**config.mk**
```make
export PLATFORM = sky130hd
export DESIGN_NAME = mdp_datapath
export DESIGN_NICKNAME = d
export VERILOG_FILES = /design/src/rtl/mdp_pkg.sv /design/src/rtl/mdp_bsel.sv /design/src/rtl/mdp_alu.sv /design/src/rtl/mdp_shifter.sv /design/src/rtl/mdp_datapath.sv
export SDC_FILE = /design/constraint.sdc
export NUM_CORES = 1
export LEC_CHECK = 0
export ABC_AREA = 1
export BUFFER_PORTS_ARGS = -buffer_cell sky130_fd_sc_hd__buf_2
export CORE_ASPECT_RATIO = 1.25
export CORE_UTILIZATION = 55
export CTS_CLUSTER_DIAMETER = 100
export DETAILED_ROUTE_END_ITERATION = 16
export PLACE_DENSITY = 0.73
export REMOVE_ABC_BUFFERS = 1
export SYNTH_ARGS = -nofsm -noshare
export SYNTH_HDL_FRONTEND = slang
export SYNTH_SLANG_ARGS = --single-unit
```
**constraint.sdc**
```tcl
create_clock -name clk -period 5.55 [get_ports clk]
set_input_delay 0.555 -clock clk [delete_from_list [all_inputs] [get_ports clk]]
set_output_delay 0.555 -clock clk [all_outputs]
set_load 0.02 [all_outputs]
```
**src/rtl/mdp_pkg.sv**
```systemverilog
`timescale 1ns/1ps
package mdp_pkg;

    parameter int unsigned DATA_W  = 32;
    parameter int unsigned FETCH_W = 8;
    parameter int unsigned NREG    = 9;
    parameter int unsigned BSEL_W  = 4;
    parameter int unsigned ALU_W   = 6;
    parameter int unsigned SHF_W   = 2;

    // Write-mask bit positions, fixed by the control word layout.
    localparam int unsigned RI_MAR = 0;
    localparam int unsigned RI_MDR = 1;
    localparam int unsigned RI_PC  = 2;
    localparam int unsigned RI_SP  = 3;
    localparam int unsigned RI_LV  = 4;
    localparam int unsigned RI_CPP = 5;
    localparam int unsigned RI_TOS = 6;
    localparam int unsigned RI_OPC = 7;
    localparam int unsigned RI_H   = 8;

    typedef enum logic [BSEL_W-1:0] {
        BS_MDR = 4'd0,
        BS_PC  = 4'd1,
        BS_FSX = 4'd2,
        BS_FZX = 4'd3,
        BS_SP  = 4'd4,
        BS_LV  = 4'd5,
        BS_CPP = 4'd6,
        BS_TOS = 4'd7,
        BS_OPC = 4'd8
    } bsrc_e;

    typedef struct packed {
        logic f0;
        logic f1;
        logic ena;
        logic enb;
        logic inva;
        logic inc;
    } alu_ctl_t;

    typedef struct packed {
        logic sll8;
        logic sra1;
    } shf_ctl_t;

endpackage

```
**src/rtl/mdp_bsel.sv**
```systemverilog
`timescale 1ns/1ps
module mdp_bsel
    import mdp_pkg::*;
#(
    parameter int unsigned DW   = DATA_W,
    parameter int unsigned BW   = FETCH_W,
    parameter int unsigned NR   = NREG
) (
    input  logic [NR-1:0][DW-1:0] regs_i,
    input  logic [BW-1:0]         fetch_i,
    input  logic [BSEL_W-1:0]     sel_i,
    output logic [DW-1:0]         bus_o
);

    localparam int unsigned EXT_W = DW - BW;

    logic [DW-1:0] fetch_sx;
    logic [DW-1:0] fetch_zx;

    assign fetch_sx = {{EXT_W{fetch_i[BW-1]}}, fetch_i};
    assign fetch_zx = {{EXT_W{1'b0}}, fetch_i};

    always_comb begin
        case (bsrc_e'(sel_i))
            BS_MDR:  bus_o = regs_i[RI_MDR];
            BS_PC:   bus_o = regs_i[RI_PC];
            BS_FSX:  bus_o = fetch_sx;
            BS_FZX:  bus_o = fetch_zx;
            BS_SP:   bus_o = regs_i[RI_SP];
            BS_LV:   bus_o = regs_i[RI_LV];
            BS_CPP:  bus_o = regs_i[RI_CPP];
            BS_TOS:  bus_o = regs_i[RI_TOS];
            BS_OPC:  bus_o = regs_i[RI_OPC];
            default: bus_o = '0;
        endcase
    end

endmodule

```
**src/rtl/mdp_alu.sv**
```systemverilog
`timescale 1ns/1ps
module mdp_alu
    import mdp_pkg::*;
#(
    parameter int unsigned DW = DATA_W
) (
    input  logic [DW-1:0] a_i,
    input  logic [DW-1:0] b_i,
    input  alu_ctl_t      ctl_i,
    output logic [DW-1:0] y_o
);

    logic [DW-1:0] a_g;
    logic [DW-1:0] b_g;

    always_comb begin
        a_g = ctl_i.ena ? a_i : '0;
        if (ctl_i.inva) begin
            a_g = ~a_g;
        end
        b_g = ctl_i.enb ? b_i : '0;
        case ({ctl_i.f0, ctl_i.f1})
            2'b00:   y_o = a_g & b_g;
            2'b01:   y_o = a_g | b_g;
            2'b10:   y_o = ~b_g;
            default: y_o = a_g + b_g + DW'(ctl_i.inc);
        endcase
    end

endmodule

```
**src/rtl/mdp_shifter.sv**
```systemverilog
`timescale 1ns/1ps
module mdp_shifter
    import mdp_pkg::*;
#(
    parameter int unsigned DW  = DATA_W,
    parameter int unsigned SHL = FETCH_W
) (
    input  shf_ctl_t      ctl_i,
    input  logic [DW-1:0] x_i,
    output logic [DW-1:0] y_o
);

    logic [DW-1:0] left;

    always_comb begin
        left = ctl_i.sll8 ? (x_i << SHL) : x_i;
        y_o  = ctl_i.sra1 ? {left[DW-1], left[DW-1:1]} : left;
    end

endmodule

```
**src/rtl/mdp_datapath.sv**
```systemverilog
`timescale 1ns/1ps
module mdp_datapath
    import mdp_pkg::*;
#(
    parameter int unsigned DW = DATA_W,
    parameter int unsigned BW = FETCH_W
) (
    input  logic              clk,
    input  logic              rst_n,
    input  logic [NREG-1:0]   c_mask,
    input  logic [BSEL_W-1:0] b_sel,
    input  logic [ALU_W-1:0]  alu_op,
    input  logic [SHF_W-1:0]  shift_op,
    input  logic              fetch_ld,
    input  logic [BW-1:0]     fetch_byte,
    output logic [DW-1:0]     mar_o,
    output logic [DW-1:0]     mdr_o,
    output logic [DW-1:0]     pc_o,
    output logic              n_o,
    output logic              z_o
);

    localparam int unsigned NR = NREG;

    typedef struct packed {
        logic [NR-1:0][DW-1:0] r;
        logic [BW-1:0]         fetch;
        logic                  n;
        logic                  z;
    } state_t;

    state_t        st_d;
    state_t        st_q;
    logic [DW-1:0] b_bus;
    logic [DW-1:0] alu_y;
    logic [DW-1:0] sh_y;

    mdp_bsel #(.DW(DW), .BW(BW), .NR(NR)) bsel_i (
        .regs_i  (st_q.r),
        .fetch_i (st_q.fetch),
        .sel_i   (b_sel),
        .bus_o   (b_bus)
    );

    mdp_alu #(.DW(DW)) alu_i (
        .a_i   (st_q.r[RI_H]),
        .b_i   (b_bus),
        .ctl_i (alu_ctl_t'(alu_op)),
        .y_o   (alu_y)
    );

    mdp_shifter #(.DW(DW), .SHL(BW)) shf_i (
        .ctl_i (shf_ctl_t'(shift_op)),
        .x_i   (alu_y),
        .y_o   (sh_y)
    );

    always_comb begin
        st_d = st_q;
        for (int i = 0; i < NR; i++) begin
            if (c_mask[i]) begin
                st_d.r[i] = sh_y;
            end
        end
        if (fetch_ld) begin
            st_d.fetch = fetch_byte;
        end
        st_d.n = alu_y[DW-1];
        st_d.z = (alu_y == '0);
    end

    always_ff @(posedge clk or negedge rst_n) begin
        if (!rst_n) begin
            st_q <= '0;
        end else begin
            st_q <= st_d;
        end
    end

    assign mar_o = st_q.r[RI_MAR];
    assign mdr_o = st_q.r[RI_MDR];
    assign pc_o  = st_q.r[RI_PC];
    assign n_o   = st_q.n;
    assign z_o   = st_q.z;

endmodule

```
==> results of run 1 <==
==> layout by cell type, fill, tap and decap left out, types with 4 or more instances in the layout <==
| cell type | netlist | routed |
|---|---|---|
| o21ai_0 | 97 | 97 |
| a31oi_1 | 23 | 23 |
| bufinv_16 | 0 | 6 |
| nor2_2 | 5 | 6 |
| or2_2 | 4 | 4 |
| dfrtp_1 | 298 | 298 |
| a21oi_2 | 5 | 5 |
| o22ai_1 | 27 | 27 |
| buf_4 | 101 | 28 |
| inv_1 | 302 | 302 |
| nor2_1 | 174 | 173 |
| and2_1 | 4 | 4 |
| inv_2 | 5 | 5 |
| nand3b_1 | 7 | 7 |
| nor3_1 | 7 | 7 |
| o21ai_2 | 13 | 13 |
| clkbuf_8 | 0 | 4 |
| clkbuf_16 | 0 | 28 |
| xor2_1 | 33 | 33 |
| nand3_2 | 14 | 14 |
| nand2_1 | 1236 | 1236 |
| o21ai_1 | 16 | 16 |
| buf_2 | 29 | 128 |
| nand3_1 | 194 | 194 |
| clkinv_2 | 0 | 6 |
| nor2_4 | 5 | 5 |
| clkinv_1 | 5 | 5 |
| ha_1 | 64 | 64 |
| nand2_2 | 30 | 30 |
| a21oi_1 | 44 | 44 |
| nand4_1 | 11 | 11 |
==> metrics by stage <==
stage / setup WS, ns / cells / area (sq um)
after detailed placement: 0.463 / 3272 / 19600
after CTS: 1.04 / 3325 / 20600
final: 1.00 / 3325 / 20600
after floorplan: 1.54 / 2645 / 18100
after global placement: 0.513 / 3272 / 19600
after global routing: 0.727 / 3325 / 20600
==> worst max-delay path: stages <==
cell      delay [ns]
buf_2           0.14
nor2_2          0.48
nand2_4         0.31
inv_2           0.40
nand2_1         0.09
nand2_1         0.07
nor2_1          0.04
nand3b_1        0.19
nand2_1         0.19
inv_1           0.11
ha_1            0.25
nand2_1         0.14
nor2_1          0.14
inv_1           0.11
nor3_1          0.45
nand3_1         0.26
nand3_1         0.13
nand2_1         0.05
nand2_1         0.08
nand2_1         0.11
nand3_1         0.19
nand3_1         0.11
nand2_2         0.24
nand2_1         0.07
o21ai_1         0.11
==> sequential cells by signal (all words and copies together), names as in the netlist <==
name,cells
st_q,200
mar_o,32
mdr_o,32
pc_o,32
n_o,1
z_o,1
==> cells in the mapped netlist, types with 6 or more instances <==
cell type,n,area share
nand3_2,14,0.0072
ha_1,64,0.041
o21ai_0,97,0.025
nand3_1,194,0.050
o22ai_1,27,0.0087
a31oi_1,23,0.0074
nand3b_1,7,0.0027
xor2_1,33,0.015
buf_2,29,0.0075
inv_1,302,0.059
nand2_1,1236,0.24
clkbuf_1,66,0.013
a21oi_1,44,0.011
nor3_1,7,0.0018
o21ai_2,13,0.0059
buf_1,6,0.0012
buf_4,101,0.039
nand4_1,11,0.0036
dfrtp_1,298,0.38
buf_6,7,0.0041
nor2_1,174,0.034
nand2_2,30,0.0097
o21ai_1,16,0.0041
==> kinds of logic after synthesis <==
| logic type | Yosys count | synth area share |
|---|---|---|
| xor+xnor | 36 | 0.0163 |
| simple gates | 1698 | 0.359 |
| flops | 298 | 0.385 |
| mux | 3 | 0.00174 |
| compound gates | 232 | 0.0692 |
| fa+ha+maj | 66 | 0.0434 |
| buf+inv | 522 | 0.126 |
==> area by class of cell <==
cell class | instances | area share
clock buffer | 35 | 0.0372
timing repair buffer | 160 | 0.0444
sequential | 298 | 0.361
tap | 468 | 0.0284
multi-input combinational | 2035 | 0.459
clock inverter | 17 | 0.0126
inverter | 312 | 0.0567
==> metal layers <==
metal	up-vias	wire length [um]	GRT usage
li1	8658	-	-
met5	-	0	0
met1	8586	24700	0.454
met2	888	30500	0.608
met4	0	3070	0.170
met3	175	5390	0.0430
==> worst paths after layout <==
path | from | to | slack (ns) | cells past startpoint
min | fetch_byte[0] | st_q[2]$_DFFE_PN0P_ | 0.21 | 3
max | b_sel[1] | st_q[254]$_DFFE_PN0P_ | 1.00 | 25
max in group asynchronous | rst_n | n_o$_DFF_PN0_ | 3.69 | 3
max reg2reg | st_q[9]$_DFFE_PN0P_ | st_q[254]$_DFFE_PN0P_ | 1.25 | 20
min in group asynchronous | rst_n | mar_o[2]$_DFFE_PN0P_ | 0.53 | 2
min reg2reg | mar_o[2]$_DFFE_PN0P_ | mar_o[2]$_DFFE_PN0P_ | 0.48 | 2
==> power by group <==
group / leakage [nW] / switching, mW / internal (mW) / total [mW]
logic: 7.48 / 1.29 / 0.521 / 1.81
registers: 3.69 / 0.198 / 2.49 / 2.69
clock network: 0.505 / 0.897 / 1.27 / 2.16
==> flow_summary.yaml, run 1 <==
outcome:
  run_status: "finished, final reports clean"
place:
  gpl.final_weighted_congestion: 0.942
  buffer_ports.inserted: 129
  dp_hpwl_um: 44300
critical_path:
  crit_required_ns: 6.04
  crit_path_start_kind: "input pin"
  critical_path.endpoint_type: "flip-flop"
  cp_max_fo: 16
  crit_type: "input pin to flip-flop"
  critical_path_arrival_ns: 5.03
clock_network:
  tritoncts_num_sinks: 298
  number_of_instances_resized_during_post_cts_repair: 0
  ctsRootBufferMaster: "clkbuf_16"
  cts_htree_levels: 1
  tritoncts: "built"
  post_cts_buffers: 0
  longest_clk_path_bufs: 3
  number_of_buffers_created_by_cts: 28
  post_cts_hold_buffer_count: 1
  clk_latency_ns: 0.57
  clkSlewWorstSetupHoldPaths_ns: 0.07
layout:
  multi_input_area_sq_um: 9480
  fillers: 3381
  antenna_cells: 0
  area_growth_pct: 6.56
  finish.net_count: 2933
  post_route_cells_drive_above_1_share: 0.106
  regArea_sq_um: 7460
  finalCoreUtilization: 0.596
timing:
  setup_total_neg_slack_ns: 0
  final_period_minus_worst_setup_slack_ns: 4.55
  unrepaired_setup_endpoints_after_global_routing: "no"
  hold_ws_ns: 0.207
  timing.slew.headroom: 0.210
  finalHoldViolations: 0
  tightestPinTransition_ns: 1.18
  timing.final.setup_violations: 0
  final.period_utilization: 0.819
  fin_worst_skew_ns: 0.0205
  maxSlewViolCount: 0
  fmax_achieved_ghz: 0.220
synth:
  synth_edf_count: 0
  synth_async_sr_flop_share: 1.00
  syn_inst: 2855
  syn_avg_cell_area_sq_um: 6.78
  netlist-cell-type-count: 42
  number_of_synthesized_register_bits: 298
  ys.warnings.count: 0
  synthFlopType: "dfrtp_1"
  sequential_area_share_after_synthesis: 0.385
  post_synth_instance_area_sq_um: 19400
floorplan:
  start_util: 0.560
  chipHeight_um: 212
  placeableCoreArea_sq_um: 34600
  chip_width_um: 170
  design.die.area_sq_um: 36000
  std_cell_rows: 76
  ioPinCount: 130
power_and_ir_drop:
  max-vdd-ir-drop_v: 0.000283
  power.total_mw: 6.66
  cellPowerDensity_nw_per_um2: 323
  leakagePower_nw: 11.7
route:
  via_count: 18300
  detail-route-antenna-nets: 0
  drc_errors: 0
  drt_pass1_iterations: 6
  drt_iter0_markers: 1697
  mean_number_of_vias_per_cell: 5.51
  routed_wl_um: 63600
  route.detailed.wl_per_inst_um: 19.1
global_route:
  initial_antenna_violation_count: 0
  remaining_global_route_overflow: 0
  grt_use_total: 0.358
  global_route_wire_length_before_repair_um: 98100
  largest_net_degree_at_the_start_of_global_routing: 177
  grt_pass1_vias: 17600
hold_path:
  hold_path_class: "input pin to flip-flop"
run:
  timing.max_cap.violations: 0
Power figures use the tool's default switching activity.
==> run 2, diff against run 1 <==
==> constraint.sdc (replaced) <==
create_clock -name clk -period 4.55 [get_ports clk]
set_input_delay 0.455 -clock clk [delete_from_list [all_inputs] [get_ports clk]]
set_output_delay 0.455 -clock clk [all_outputs]
set_load 0.02 [all_outputs]
==> run 2 against run 1 <==
  * Routed wire length rose by 4.2%
  * Clock power up 23%
  * Non-clock buffer count grew 67
  * Combinational power grew 28%
  * Cell count increased by 2.0%
  * Critical endpoint is now st_q[158]$_DFFE_PN0P_
  * Largest power group unchanged
==> flow_summary.yaml, run 2 (synthesized netlist as in run 1, its figures left out) <==
layout:
  regMostFlops: "st_q"
  area_growth_pct: 9.66
  most-common-layout-cells: "1236 x nand2_1, 302 x inv_1, 298 x dfrtp_1"
  flip_flop_count_of_the_largest_register_after_layout: 200
  layout_commonest_cell: "nand2_1"
  finish.net_count: 3001
  antenna_cells: 0
  post_route_cells_drive_above_1_share: 0.126
floorplan:
  start_util: 0.560
  placeableCoreArea_sq_um: 34600
  std_cell_rows: 76
  ioPinCount: 130
  chip_width_um: 170
  design.die.area_sq_um: 36000
  chipHeight_um: 212
clock_network:
  tritoncts: "built"
  cts_htree_levels: 1
  clk_latency_ns: 0.56
  tritoncts_num_sinks: 298
  ctsRootBufferMaster: "clkbuf_16"
  clkSlewWorstSetupHoldPaths_ns: 0.06
  number_of_buffers_created_by_cts: 29
  longest_clk_path_bufs: 3
place:
  post-place-ws_ns: 0.106
  buffer_ports.inserted: 129
  gpl.final_weighted_congestion: 0.931
  dp_hpwl_um: 47700
global_route:
  use_met3: 0.0488
  grt_pass1_vias: 18200
  remaining_global_route_overflow: 0
  grtUsageMet2: 0.639
  grt_most_used_layer: "met2"
  largest_net_degree_at_the_start_of_global_routing: 107
  grt_use_total: 0.375
  grt_util_met1: 0.458
  global_route_wire_length_before_repair_um: 102000
  initial_antenna_violation_count: 1
route:
  route.detailed.wl_per_inst_um: 19.5
  mean_number_of_vias_per_cell: 5.52
  drc_errors: 0
  drt_iter0_markers: 1642
  detail-route-antenna-nets: 0
  routed_wl_um: 66300
  via_count: 18700
  drt_pass1_iterations: 7
timing:
  tightestPinTransition_ns: 1.15
  timing.slew.headroom: 0.232
  final_worst_path_setup_slack_ns: 0.476
  timing.final.setup_violations: 0
  finalHoldViolations: 0
  final_period_minus_worst_setup_slack_ns: 4.07
  final.period_utilization: 0.895
  setup_total_neg_slack_ns: 0
  fmax_achieved_ghz: 0.245
  maxSlewViolCount: 0
  fin_worst_skew_ns: 0.0151
  unrepaired_setup_endpoints_after_global_routing: "no"
  hold_ws_ns: 0.108
power_and_ir_drop:
  cellPowerDensity_nw_per_um2: 389
  max-vdd-ir-drop_v: 0.000344
  leakagePower_nw: 12.0
outcome:
  run_status: "finished, final reports clean"
critical_path:
  flop_to_flop_setup_slack_ns: 0.48
  critical_path_arrival_ns: 4.56
  crit_type: "flip-flop to flip-flop"
  r2r-start: "st_q[9]$_DFFE_PN0P_"
  crit_start: "st_q[9]$_DFFE_PN0P_"
  crit_required_ns: 5.03
  cp_max_fo: 24
  reg2regPathDepth: 22
  timing.rr.end: "st_q[158]$_DFFE_PN0P_"
  crit_path_start_kind: "flip-flop"
  critical_path.endpoint_type: "flip-flop"
  timing_endpoint_of_the_critical_path: "st_q[158]$_DFFE_PN0P_"
run:
  timing.max_cap.violations: 0
hold_path:
  hold_path_class: "input pin to flip-flop"
==> run 2: power breakdown <==
group | internal [mW] | switching (mW)
clock | 1.60 | 1.07
combinational | 0.723 | 1.59
sequential | 3.04 | 0.252
total | 5.36 | 2.91
==> run 2: cell type report <==
cell class / count / area, sq um
clock buffer: 34 / 764
clock inverter: 17 / 273
fill: 3327 / 13400
inverter: 312 / 1170
multi-input combinational: 2035 / 9480
sequential: 298 / 7460
tap: 468 / 586
timing repair buffer: 227 / 1510
==> run 2: worst min path at each step <==
stage | start | end | slack, ns | cells past startpoint
after global routing | fetch_byte[4] | st_q[6]$_DFFE_PN0P_ | 0.13 | 3
after global placement | mar_o[1]$_DFFE_PN0P_ | mar_o[1]$_DFFE_PN0P_ | 0.46 | 2
after floorplan | rst_n | mar_o[0]$_DFFE_PN0P_ | 0.16 | 0
after detailed placement | mar_o[7]$_DFFE_PN0P_ | mar_o[7]$_DFFE_PN0P_ | 0.46 | 2
final | fetch_byte[5] | st_q[7]$_DFFE_PN0P_ | 0.11 | 3
after CTS | fetch_byte[5] | st_q[7]$_DFFE_PN0P_ | 0.10 | 3
==> run 2: layer usage <==
layer  part of all wire  routed length (um)
met2               0.48               31800
met5            0.00020                  13
met3              0.076                5050
met4              0.059                3940
met1               0.38               25500
==> run 2: repair_timing <==
action                                  in CTS  in global routing
hold buffers                                 1                  0
endpoints found under the setup margin       0                  0
gates resized for setup                      0                  0
endpoints found under the hold margin       42                  0
buffers inserted                             0                  0
==> run 2: critical path, stage by stage, from the launching register on <==
cell	delay [ns]
dfrtp_1	0.42
nand3_2	0.12
buf_12	0.20
nand3_1	0.12
nand3b_1	0.25
nand2_1	0.16
inv_1	0.06
ha_1	0.37
nand2_1	0.11
buf_4	0.15
nor2_1	0.11
inv_1	0.10
nor3_1	0.50
nand3_1	0.28
nand3_1	0.14
nand2_1	0.05
nand2_1	0.06
nand2_1	0.09
nand3_1	0.11
nand3_1	0.12
nand2_2	0.27
nand2_1	0.08
o21ai_1	0.09
==> run 2: metrics by stage <==
stage / power, mW / instance area (sq um) / util / cells
finish: 8.26 / 21200 / 0.614 / 3391
global route: 8.65 / 21200 / 0.614 / 3391
CTS: 8.25 / 21200 / 0.614 / 3391
detailed placement: 5.60 / 20200 / 0.583 / 3339
global placement: 5.55 / 20200 / 0.583 / 3339
floorplan: 4.63 / 18100 / - / 2645
